===== src/rtl/spi_reg_pkg.sv =====
package spi_reg_pkg;

  typedef enum logic [1:0] {
    PH_CMD   = 2'd0,
    PH_WDATA = 2'd1,
    PH_RDATA = 2'd2
  } phase_t;

  // strobes from control to datapath
  typedef struct packed {
    logic shiftIn;
    logic clrIn;
    logic loadOut;
    logic loadZero;
    logic shiftOut;
  } dp_ctrl_t;

  // data bytes carried by an address
  function automatic int unsigned bytesFor(input int unsigned addr,
                                           input int unsigned numRegs,
                                           input int unsigned maxBytes);
    return (addr < numRegs) ? (addr % maxBytes) + 1 : 1;
  endfunction

endpackage


===== src/rtl/spi_pin_sync.sv =====
module spi_pin_sync #(
  parameter int STAGES = 2
) (
  input  logic clk,
  input  logic rstN,
  input  logic csN,
  input  logic sclk,
  input  logic din,
  output logic csAct,
  output logic sclkRise,
  output logic sclkFall,
  output logic dinS
);
  localparam int TOP = STAGES - 1;

  logic [STAGES-1:0] csQ, sclkQ, dinQ;
  logic sclkPrev;

  always_ff @(posedge clk) begin
    if (!rstN) begin
      csQ      <= '1;
      sclkQ    <= '1;
      dinQ     <= '0;
      sclkPrev <= 1'b1;
    end else begin
      csQ      <= {csQ[TOP-1:0], csN};
      sclkQ    <= {sclkQ[TOP-1:0], sclk};
      dinQ     <= {dinQ[TOP-1:0], din};
      sclkPrev <= sclkQ[TOP];
    end
  end

  assign csAct    = ~csQ[TOP];
  assign sclkRise = sclkQ[TOP] & ~sclkPrev;
  assign sclkFall = ~sclkQ[TOP] & sclkPrev;
  assign dinS     = dinQ[TOP];
endmodule


===== src/rtl/spi_ctrl.sv =====
module spi_ctrl
  import spi_reg_pkg::*;
#(
  parameter int ADDR_W    = 5,
  parameter int MAX_BYTES = 3,
  parameter int NUM_REGS  = 24,
  localparam int LEN_W    = $clog2(MAX_BYTES + 1)
) (
  input  logic              clk,
  input  logic              rstN,
  input  logic              csAct,
  input  logic              sclkRise,
  input  logic              sclkFall,
  input  logic              cmdWr,
  input  logic [ADDR_W-1:0] cmdAddr,
  output dp_ctrl_t          dp,
  output logic [LEN_W-1:0]  lenSel,
  output logic [ADDR_W-1:0] regAddr,
  output logic              regWrStb,
  output logic              regRdReq,
  output logic              doutEn
);
  localparam logic [ADDR_W:0] NUM_REGS_L = (ADDR_W + 1)'(NUM_REGS);

  phase_t             phase;
  logic [2:0]         bitCnt;
  logic [LEN_W-1:0]   byteCnt, nBytes;
  logic [ADDR_W-1:0]  addrQ;
  logic               hit, rdPend, wrStbQ, doutEnQ;

  logic               cmdDone, byteEnd, hitNext;
  logic [LEN_W-1:0]   lenNext;

  assign cmdDone = csAct && sclkFall && (phase == PH_CMD) && (bitCnt == 3'd7);
  assign byteEnd = sclkFall && (phase != PH_CMD) && (bitCnt == 3'd7);
  assign hitNext = {1'b0, cmdAddr} < NUM_REGS_L;
  assign lenNext = LEN_W'(bytesFor(int'(cmdAddr), NUM_REGS, MAX_BYTES));

  always_comb begin
    dp.shiftIn  = csAct && sclkFall && !cmdDone;
    dp.clrIn    = cmdDone || !csAct;
    dp.loadOut  = rdPend;
    dp.loadZero = !hit;
    dp.shiftOut = csAct && sclkRise && (phase == PH_RDATA);
  end

  always_ff @(posedge clk) begin
    if (!rstN) begin
      phase   <= PH_CMD;
      bitCnt  <= '0;
      byteCnt <= '0;
      nBytes  <= LEN_W'(1);
      addrQ   <= '0;
      hit     <= 1'b0;
      rdPend  <= 1'b0;
      wrStbQ  <= 1'b0;
      doutEnQ <= 1'b0;
    end else if (!csAct) begin
      phase   <= PH_CMD;
      bitCnt  <= '0;
      byteCnt <= '0;
      rdPend  <= 1'b0;
      wrStbQ  <= 1'b0;
      doutEnQ <= 1'b0;
    end else begin
      wrStbQ <= 1'b0;
      rdPend <= 1'b0;
      if (sclkFall) begin
        bitCnt <= bitCnt + 3'd1;
        if (cmdDone) begin
          addrQ   <= cmdAddr;
          hit     <= hitNext;
          nBytes  <= lenNext;
          byteCnt <= '0;
          phase   <= cmdWr ? PH_WDATA : PH_RDATA;
          rdPend  <= !cmdWr;
        end else if (byteEnd) begin
          if (byteCnt == nBytes - LEN_W'(1)) begin
            phase   <= PH_CMD;
            byteCnt <= '0;
            doutEnQ <= 1'b0;
            wrStbQ  <= (phase == PH_WDATA) && hit;
          end else begin
            byteCnt <= byteCnt + LEN_W'(1);
          end
        end
      end
      if (sclkRise && phase == PH_RDATA) doutEnQ <= 1'b1;
    end
  end

  assign lenSel   = nBytes;
  assign regAddr  = addrQ;
  assign regWrStb = wrStbQ;
  assign regRdReq = rdPend && hit;
  assign doutEn   = doutEnQ;
endmodule


===== src/rtl/spi_dpath.sv =====
module spi_dpath
  import spi_reg_pkg::*;
#(
  parameter int ADDR_W    = 5,
  parameter int MAX_BYTES = 3,
  localparam int DATA_W   = 8 * MAX_BYTES,
  localparam int LEN_W    = $clog2(MAX_BYTES + 1)
) (
  input  logic              clk,
  input  logic              rstN,
  input  dp_ctrl_t          dp,
  input  logic [LEN_W-1:0]  lenSel,
  input  logic              dinS,
  input  logic [DATA_W-1:0] regRdData,
  output logic              cmdWr,
  output logic [ADDR_W-1:0] cmdAddr,
  output logic [DATA_W-1:0] regWrData,
  output logic              doutData
);
  logic [DATA_W-1:0] shIn, shOut, inNext, alignedRd;
  logic              doutQ;

  assign inNext  = {shIn[DATA_W-2:0], dinS};
  assign cmdWr   = inNext[7];
  assign cmdAddr = inNext[ADDR_W-1:0];

  // left-align the returned bytes so the first byte leaves first
  always_comb begin
    alignedRd = regRdData << (8 * (MAX_BYTES - int'(lenSel)));
  end

  always_ff @(posedge clk) begin
    if (!rstN) begin
      shIn  <= '0;
      shOut <= '0;
      doutQ <= 1'b0;
    end else begin
      if (dp.clrIn)        shIn <= '0;
      else if (dp.shiftIn) shIn <= inNext;

      if (dp.loadOut) begin
        shOut <= dp.loadZero ? '0 : alignedRd;
      end else if (dp.shiftOut) begin
        doutQ <= shOut[DATA_W-1];
        shOut <= {shOut[DATA_W-2:0], 1'b0};
      end
    end
  end

  assign regWrData = shIn;
  assign doutData  = doutQ;
endmodule


===== src/rtl/spi_cmd_regslave.sv =====
module spi_cmd_regslave
  import spi_reg_pkg::*;
#(
  parameter int ADDR_W      = 5,
  parameter int MAX_BYTES   = 3,
  parameter int NUM_REGS    = 24,
  parameter int SYNC_STAGES = 2,
  localparam int DATA_W     = 8 * MAX_BYTES,
  localparam int LEN_W      = $clog2(MAX_BYTES + 1)
) (
  input  logic              clk,
  input  logic              rstN,
  input  logic              csN,
  input  logic              sclk,
  input  logic              din,
  output logic              doutData,
  output logic              doutEn,
  output logic [ADDR_W-1:0] regAddr,
  output logic [DATA_W-1:0] regWrData,
  output logic              regWrStb,
  output logic              regRdReq,
  input  logic [DATA_W-1:0] regRdData
);
  logic csAct, sclkRise, sclkFall, dinS, cmdWr;
  logic [ADDR_W-1:0] cmdAddr;
  logic [LEN_W-1:0]  lenSel;
  dp_ctrl_t dp;

  spi_pin_sync #(.STAGES(SYNC_STAGES)) uSync (
    .clk(clk), .rstN(rstN), .csN(csN), .sclk(sclk), .din(din),
    .csAct(csAct), .sclkRise(sclkRise), .sclkFall(sclkFall), .dinS(dinS)
  );

  spi_ctrl #(.ADDR_W(ADDR_W), .MAX_BYTES(MAX_BYTES), .NUM_REGS(NUM_REGS)) uCtrl (
    .clk(clk), .rstN(rstN), .csAct(csAct), .sclkRise(sclkRise),
    .sclkFall(sclkFall), .cmdWr(cmdWr), .cmdAddr(cmdAddr), .dp(dp),
    .lenSel(lenSel), .regAddr(regAddr), .regWrStb(regWrStb),
    .regRdReq(regRdReq), .doutEn(doutEn)
  );

  spi_dpath #(.ADDR_W(ADDR_W), .MAX_BYTES(MAX_BYTES)) uDpath (
    .clk(clk), .rstN(rstN), .dp(dp), .lenSel(lenSel), .dinS(dinS),
    .regRdData(regRdData), .cmdWr(cmdWr), .cmdAddr(cmdAddr),
    .regWrData(regWrData), .doutData(doutData)
  );
endmodule


===== config.mk =====
export PLATFORM = sky130hd
export DESIGN_NAME = spi_cmd_regslave
export DESIGN_NICKNAME = d
export VERILOG_FILES = /design/src/rtl/spi_reg_pkg.sv /design/src/rtl/spi_pin_sync.sv /design/src/rtl/spi_ctrl.sv /design/src/rtl/spi_dpath.sv /design/src/rtl/spi_cmd_regslave.sv
export SDC_FILE = /design/constraint.sdc
export NUM_CORES = 1
export LEC_CHECK = 0
export ABC_AREA = 1
export CORE_MARGIN = 2
export CORE_UTILIZATION = 25
export CTS_CLUSTER_SIZE = 20
export DETAILED_ROUTE_END_ITERATION = 6
export GPL_ROUTABILITY_DRIVEN = 1
export PLACE_DENSITY = 0.54
export SYNTH_ARGS = -nofsm -noshare
export SYNTH_HDL_FRONTEND = slang
export SYNTH_HIERARCHICAL = 1
export SYNTH_SLANG_ARGS = --single-unit
export TNS_END_PERCENT = 30

===== constraint.sdc =====
create_clock -name clk -period 5.65 [get_ports clk]
set_input_delay 1.13 -clock clk [delete_from_list [all_inputs] [get_ports clk]]
set_output_delay 1.13 -clock clk [all_outputs]
set_load 0.02 [all_outputs]

# After elaboration in Yosys (flattened, before gate mapping)

Index checks and enable logic that the tools add are counted.

Equal/unequal tests: 5
Shifts and indexed selects: 1
Reduce and logical (&&, ||, !) cells: 31
Bitwise operators: 11
Order comparisons: 2
Add/sub/neg operators: 5
Divide/modulo/power cells: 1
Mux-type cells: 16

Operator list:

| operator               | number |
|---|---|
| $mux W24               | 3 |
| $mod A5 B2 Y32 const B | 1 |
| $shl A24 B32 Y24       | 1 |
| $mux W2                | 8 |
| $reduce_bool A2 Y1     | 7 |
| $logic_and A1 B1 Y1    | 11 |
| $lt A5 B5 Y1 const B   | 2 |
| $not A1 Y1             | 9 |
| $reduce_and A3 Y1      | 2 |
| $reduce_or A6 Y1       | 1 |
| $mux W1                | 5 |
| $add A2 B1 Y2 const B  | 2 |
| $reduce_and A2 Y1      | 2 |
| $reduce_and A4 Y1      | 1 |
| $reduce_or A2 Y1       | 2 |
| $reduce_or A4 Y1       | 1 |
| $add A3 B1 Y3 const B  | 1 |
| $eq A3 B3 Y1 const B   | 1 |
| $sub A2 B2 Y3 const A  | 1 |
| $and A1 B1 Y1          | 2 |
| $eq A2 B1 Y1 const B   | 1 |
| $eq A2 B2 Y1           | 1 |
| $eq A2 B2 Y1 const B   | 1 |
| $logic_not A1 Y1       | 2 |
| 4 further kinds        | 4 |

Register bits after elaboration: 74
Word-level logic and storage cells: 88
Output and inout port bits: 33
Input bits: 29

# Depth between registers and ports, before layout

Depth after elaboration: 8
Mapped depth: 25
Gate-level depth less buffers: 24

# Modules after synthesis

Netlist, hierarchy kept.

By module, submodules not included:

| module       | sequential area each (um2) | times used | cells an instance | area each (um2) |
|---|---|---|---|---|
| spi_dpath    | 980.9                      | 1          | 354               | 2275.9 |
| spi_ctrl     | 360.3                      | 1          | 152               | 1049.8 |
| spi_pin_sync | 140.1                      | 1          | 25                | 207.7 |

# Worst setup path before layout

Ideal clock, no wire load.

Path type: flip-flop to flip-flop
Start point: reg uDpath.shIn[2] (netlist: uDpath/regWrData[2])
End point: reg uCtrl.nBytes[0] (netlist: uCtrl/lenSel[0])
Buffers on the path: 1
Required time: 5.541 ns
Arrival: 2.464 ns
Cell stages (with the launch flop): 23
Path slack: 3.077 ns
Cells stage by stage: dfxtp_1 dlygate4sd1_1 ha_1 inv_1 nand2_1 nand2_2 nand3_1 nand2_1 inv_1 ha_1 inv_1 nand3_2 nor2_4 nand3_1 nand2_1 inv_1 ha_1 inv_1 nand2_2 xor2_1 nand2_1 nand2_1 inv_1

Longest elaborated chain between the ends: 3
Elaborated cells between the ends (all ways): 4

RTL lines:

| element                | RTL line          | text |
|---|---|---|
| start, declared        | spi_dpath.sv:20   | `logic [DATA_W-1:0] shIn, shOut, inNext, alignedRd;` |
| start signal, assigned | spi_dpath.sv:39   | `else if (dp.shiftIn) shIn <= inNext;` |
| $mod A5 B2 Y32         | spi_reg_pkg.sv:22 | `return (addr < numRegs) ? (addr % maxBytes) + 1 : 1;` |
| $add A2 B1 Y2          | spi_reg_pkg.sv:22 |  |
| $mux W2 *              | spi_reg_pkg.sv:22 |  |
| end signal, assigned   | spi_ctrl.sv:73    | `nBytes <= lenNext;` |
| end, declared          | spi_ctrl.sv:27    | `logic [LEN_W-1:0] byteCnt, nBytes;` |

Every way passes the cells marked *; elsewhere a longest branch is shown, timed or not.
A chain may end at the register's enable or synchronous reset.

# Worst setup path after layout

Start point: in rstN
End point: reg uDpath.shIn[22] (netlist: uDpath/regWrData[22])

Longest elaborated chain between the ends: 2

RTL lines:

| element                    | RTL line               | text |
|---|---|---|
| start, declared            | spi_cmd_regslave.sv:12 | `input logic rstN,` |
| $not A1 Y1 (no line)       | --                     |  |
| $reduce_or A2 Y1 (no line) | --                     |  |

No other way between the ends.

==> load_flow_metrics.sql <==
INSERT INTO impl_metrics (metric_group, metric, value, unit) VALUES
('critical_path', 'worstSetupStartpointType', 'input port', ''),
('final_layout', 'final_design_area_excluding_fillers', '4520', 'µm²'),
('yosys', 'synth_fa_ha_area_share', '1.77', '%'),
('critical_path', 'cp_data_arrival_time', '3.64', 'ns'),
('yosys', 'synth-edff-count', '0', ''),
('worst_hold_path', 'min_delay_path_depth', '2', ''),
('clock_tree', 'numClockSinks', '74', ''),
('floorplanning', 'floorplan.rows', '43', ''),
('place', 'detailed_place.area', '4230', 'µm²'),
('floorplanning', 'chipHeight', '123', 'µm'),
('run', 'drv_cap', '0', ''),
('clock_tree', 'worst_skew_pair.late_latency', '0.32', 'ns'),
('floorplanning', 'floorplan.io_pins', '62', ''),
('detailed_routing', 'wire_per_inst', '11.6', 'µm'),
('clock_tree', 'post_cts_resized', '0', ''),
('grt', 'global_route_wire_length_before_repair', '14400', 'µm'),
('place', 'portBuffers', '61', ''),
('timing', 'layout_worst_path_cycle_share', '60.0', '%'),
('yosys', 'yosys.area.top_type_share', '41.9', '%'),
('detailed_routing', 'dr.first_iter.drc_count', '210', ''),
('clock_tree', 'postCtsSetupBuffers', '0', ''),
('worst_hold_path', 'timing.hold.worst_endpoint', 'uSync/sclkQ[1]', ''),
('clock_tree', 'cts_hold_buffers', '0', ''),
('timing', 'timing.slew.headroom', '18.6', '%'),
('yosys', 'netlist_top_cells_area', 'sky130_fd_sc_hd__dfxtp_1 42%, sky130_fd_sc_hd__nand2_1 16%, sky130_fd_sc_hd__nor2_1 10%', ''),
('timing', 'worst_slack', '2.26', 'ns'),
('yosys', 'largest_family_of_logic_cells_by_synthesized_area', 'simple AND/OR/NAND/NOR gates', ''),
('power_and_ir_drop', 'peakVddDrop', '0.000164', 'V'),
('power_and_ir_drop', 'static_leakage_power', '1.98', 'nW'),
('detailed_routing', 'detail_route.vias_per_cell', '4.37', ''),
('detailed_routing', 'postRouteWirelength', '8850', 'µm'),
('yosys', 'synth_compound_gate_area_share', '10.7', '%'),
('critical_path', 'worstPathRequired', '5.90', 'ns'),
('yosys', 'synth_ff_type', 'sky130_fd_sc_hd__dfxtp_1', ''),
('floorplanning', 'start_util', '25.6', '%'),
('worst_hold_path', 'hold_path_startpoint', 'uSync/sclkQ[0]', ''),
('final_layout', 'post_layout_net_count', '611', ''),
('grt', 'antenna_found_initial', '0', ''),
('status', 'run_status', 'complete, no violations', ''),
('floorplanning', 'floorplan.die_area', '15100', 'µm²'),
('timing', 'setup_repair_after_global_routing_missed_its_margin', 'false', ''),
('timing', 'report.final.hold_viol_count', '0', ''),
('final_layout', 'syn2layout_area_growth', '27.9', '%'),
('yosys', 'synth_async_sr_flop_share', '0', '%'),
('yosys', 'synth.yosys.warnings', '6', ''),
('detailed_routing', 'drc', '0', ''),
('clock_tree', 'htree_num_levels', '3', ''),
('timing', 'maxSlewViolCount', '0', ''),
('yosys', 'syn_area_per_cell', '6.65', 'µm²'),
('detailed_routing', 'drt_pass1_iterations', '5', ''),
('clock_tree', 'path_clk_slew', '0.06', 'ns'),
('grt', 'grt_usage', '11.9', '%'),
('critical_path', 'path_max_fanout', '24', ''),
('clock_tree', 'clock_tree.buffer_depth', '2', ''),
('timing', 'tightestPinTransition', '1.22', 'ns'),
('timing', 'hold-worst-slack', '0.401', 'ns'),
('detailed_routing', 'drt.antenna.violating_nets', '0', ''),
('timing', 'fin_crit', '3.39', 'ns'),
('final_layout', 'layout_cells_sized_above_1', '5.33', '%'),
('yosys', 'synth_area_leader_cell', 'sky130_fd_sc_hd__dfxtp_1', ''),
('critical_path', 'ff2ff_path_depth', '21', ''),
('yosys', 'yosys.cell_types.count', '27', ''),
('timing', 'clock.fmax', '295', 'MHz'),
('power_and_ir_drop', 'power_density', '245', 'nW/µm²'),
('yosys', 'synth_simple_gate_area_share', '35.1', '%'),
('critical_path', 'reg2reg_to', 'uCtrl/lenSel[0]', ''),
('grt', 'grt_pass1_vias', '3110', ''),
('clock_tree', 'cts_buffers', '9', ''),
('clock_tree', 'clock_tree.root_cell', 'sky130_fd_sc_hd__clkbuf_16', ''),
('yosys', 'sequential_to_total_area_share_from_yosys_stat', '41.9', '%'),
('yosys', 'synth_nets', '565', '');
-- cells by family (layout without fill, tap and decap cells) --
| logic type | after synthesis | after routing |
|---|---|---|
| buf+inv | 79 | 130 |
| compound gates | 74 | 74 |
| simple gates | 296 | 296 |
| xor+xnor | 3 | 3 |
| fa+ha+maj | 5 | 5 |
| flops | 74 | 74 |
-- cell type report --
type	count	area, µm²
clock buffers	12	267
clock inverters	4	25.0
multi-input cells	378	1700
fillers	1487	9310
repair buffers	63	626
inverters	51	191
well taps	180	225
flip-flops and latches	74	1480
-- flip-flops by register name (all words and copies together) (netlist names) --
register	count
uDpath/regWrData	24
uDpath/shOut	24
uCtrl/regAddr	5
uCtrl/bitCnt	3
uCtrl/byteCnt	2
uCtrl/lenSel	2
uCtrl/phase	2
uSync/csQ	2
uSync/dinQ	2
uSync/sclkQ	2
uCtrl/doutEn	1
uCtrl/hit	1
uCtrl/rdPend	1
uCtrl/regWrStb	1
uDpath/doutData	1
uSync/sclkPrev	1
-- worst max path at each step --
stage | startpoint | end | slack [ns] | depth (start not counted)
6_report | rstN | uDpath/regWrData[22] | 2.26 | 6
3_3_place_gp | rstN | uDpath/regWrData[22] | 2.00 | 6
2_1_floorplan | uDpath/regWrData[2] | uCtrl/lenSel[0] | 3.08 | 22
5_1_grt | rstN | uDpath/regWrData[16] | 1.90 | 6
3_5_place_dp | rstN | uDpath/regWrData[22] | 1.90 | 6
4_1_cts | rstN | uDpath/regWrData[22] | 2.24 | 6
-- cell usage in the layout, fill, tap and decap left out, drive strengths merged, types with 2 or more instances in the layout --
cell type      instances
inv                   50
nand2                154
a21oi                 37
nor2                 100
o21ai                 35
clkinvlp               2
nand3                 33
nor3                   5
xnor2                  2
clkinv                 3
buf                    2
clkbuf                12
ha                     5
dfxtp                 74
clkdlybuf4s50         61
-- metrics by stage --
stage | total power, mW | cells
after floorplan | 0.552 | 531
after global placement | 0.580 | 746
after detailed placement | 0.579 | 746
after CTS | 1.13 | 762
after global routing | 1.16 | 762
final | 1.11 | 762
-- where the power goes --
part | switching (mW) | total, mW | leakage, nW | internal, mW
Clock | 0.208 | 0.539 | 0.141 | 0.331
Sequential | 0.00135 | 0.526 | 0.597 | 0.524
Combinational | 0.0198 | 0.0425 | 1.24 | 0.0227
Total | 0.229 | 1.11 | 1.98 | 0.878
-- synthesized netlist by cell type (2+ instances only) --
| library cell | instances |
|---|---|
| sky130_fd_sc_hd__nand2_1 | 151 |
| sky130_fd_sc_hd__nand2_2 | 3 |
| sky130_fd_sc_hd__buf_4 | 10 |
| sky130_fd_sc_hd__dfxtp_1 | 74 |
| sky130_fd_sc_hd__nor3_1 | 5 |
| sky130_fd_sc_hd__inv_1 | 49 |
| sky130_fd_sc_hd__a21oi_1 | 37 |
| sky130_fd_sc_hd__xnor2_1 | 2 |
| sky130_fd_sc_hd__o21ai_0 | 35 |
| sky130_fd_sc_hd__ha_1 | 5 |
| sky130_fd_sc_hd__clkbuf_1 | 10 |
| sky130_fd_sc_hd__nand3_1 | 30 |
| sky130_fd_sc_hd__nor2_1 | 96 |
| sky130_fd_sc_hd__buf_2 | 7 |
| sky130_fd_sc_hd__nor2_4 | 3 |
| sky130_fd_sc_hd__nand3_2 | 3 |
-- layer usage --
layer | part of all wire (%) | global-route usage, % | wire [µm]
met1 | 50 | 16.3 | 4410
met2 | 42 | 17.7 | 3690
met3 | 7.6 | 4.60 | 670
met4 | 0.80 | 2.23 | 71
met5 | 0 | 0 | 0
-- worst max-delay path, cell delays in order --
cell and delay, ns:
sky130_fd_sc_hd__clkdlybuf4s50_1 0.46, sky130_fd_sc_hd__buf_4 0.22, sky130_fd_sc_hd__inv_1 0.37, sky130_fd_sc_hd__nor2_1 1.05
sky130_fd_sc_hd__o21ai_0 0.22, sky130_fd_sc_hd__a21oi_1 0.19
(Power assumes the default switching activity.)
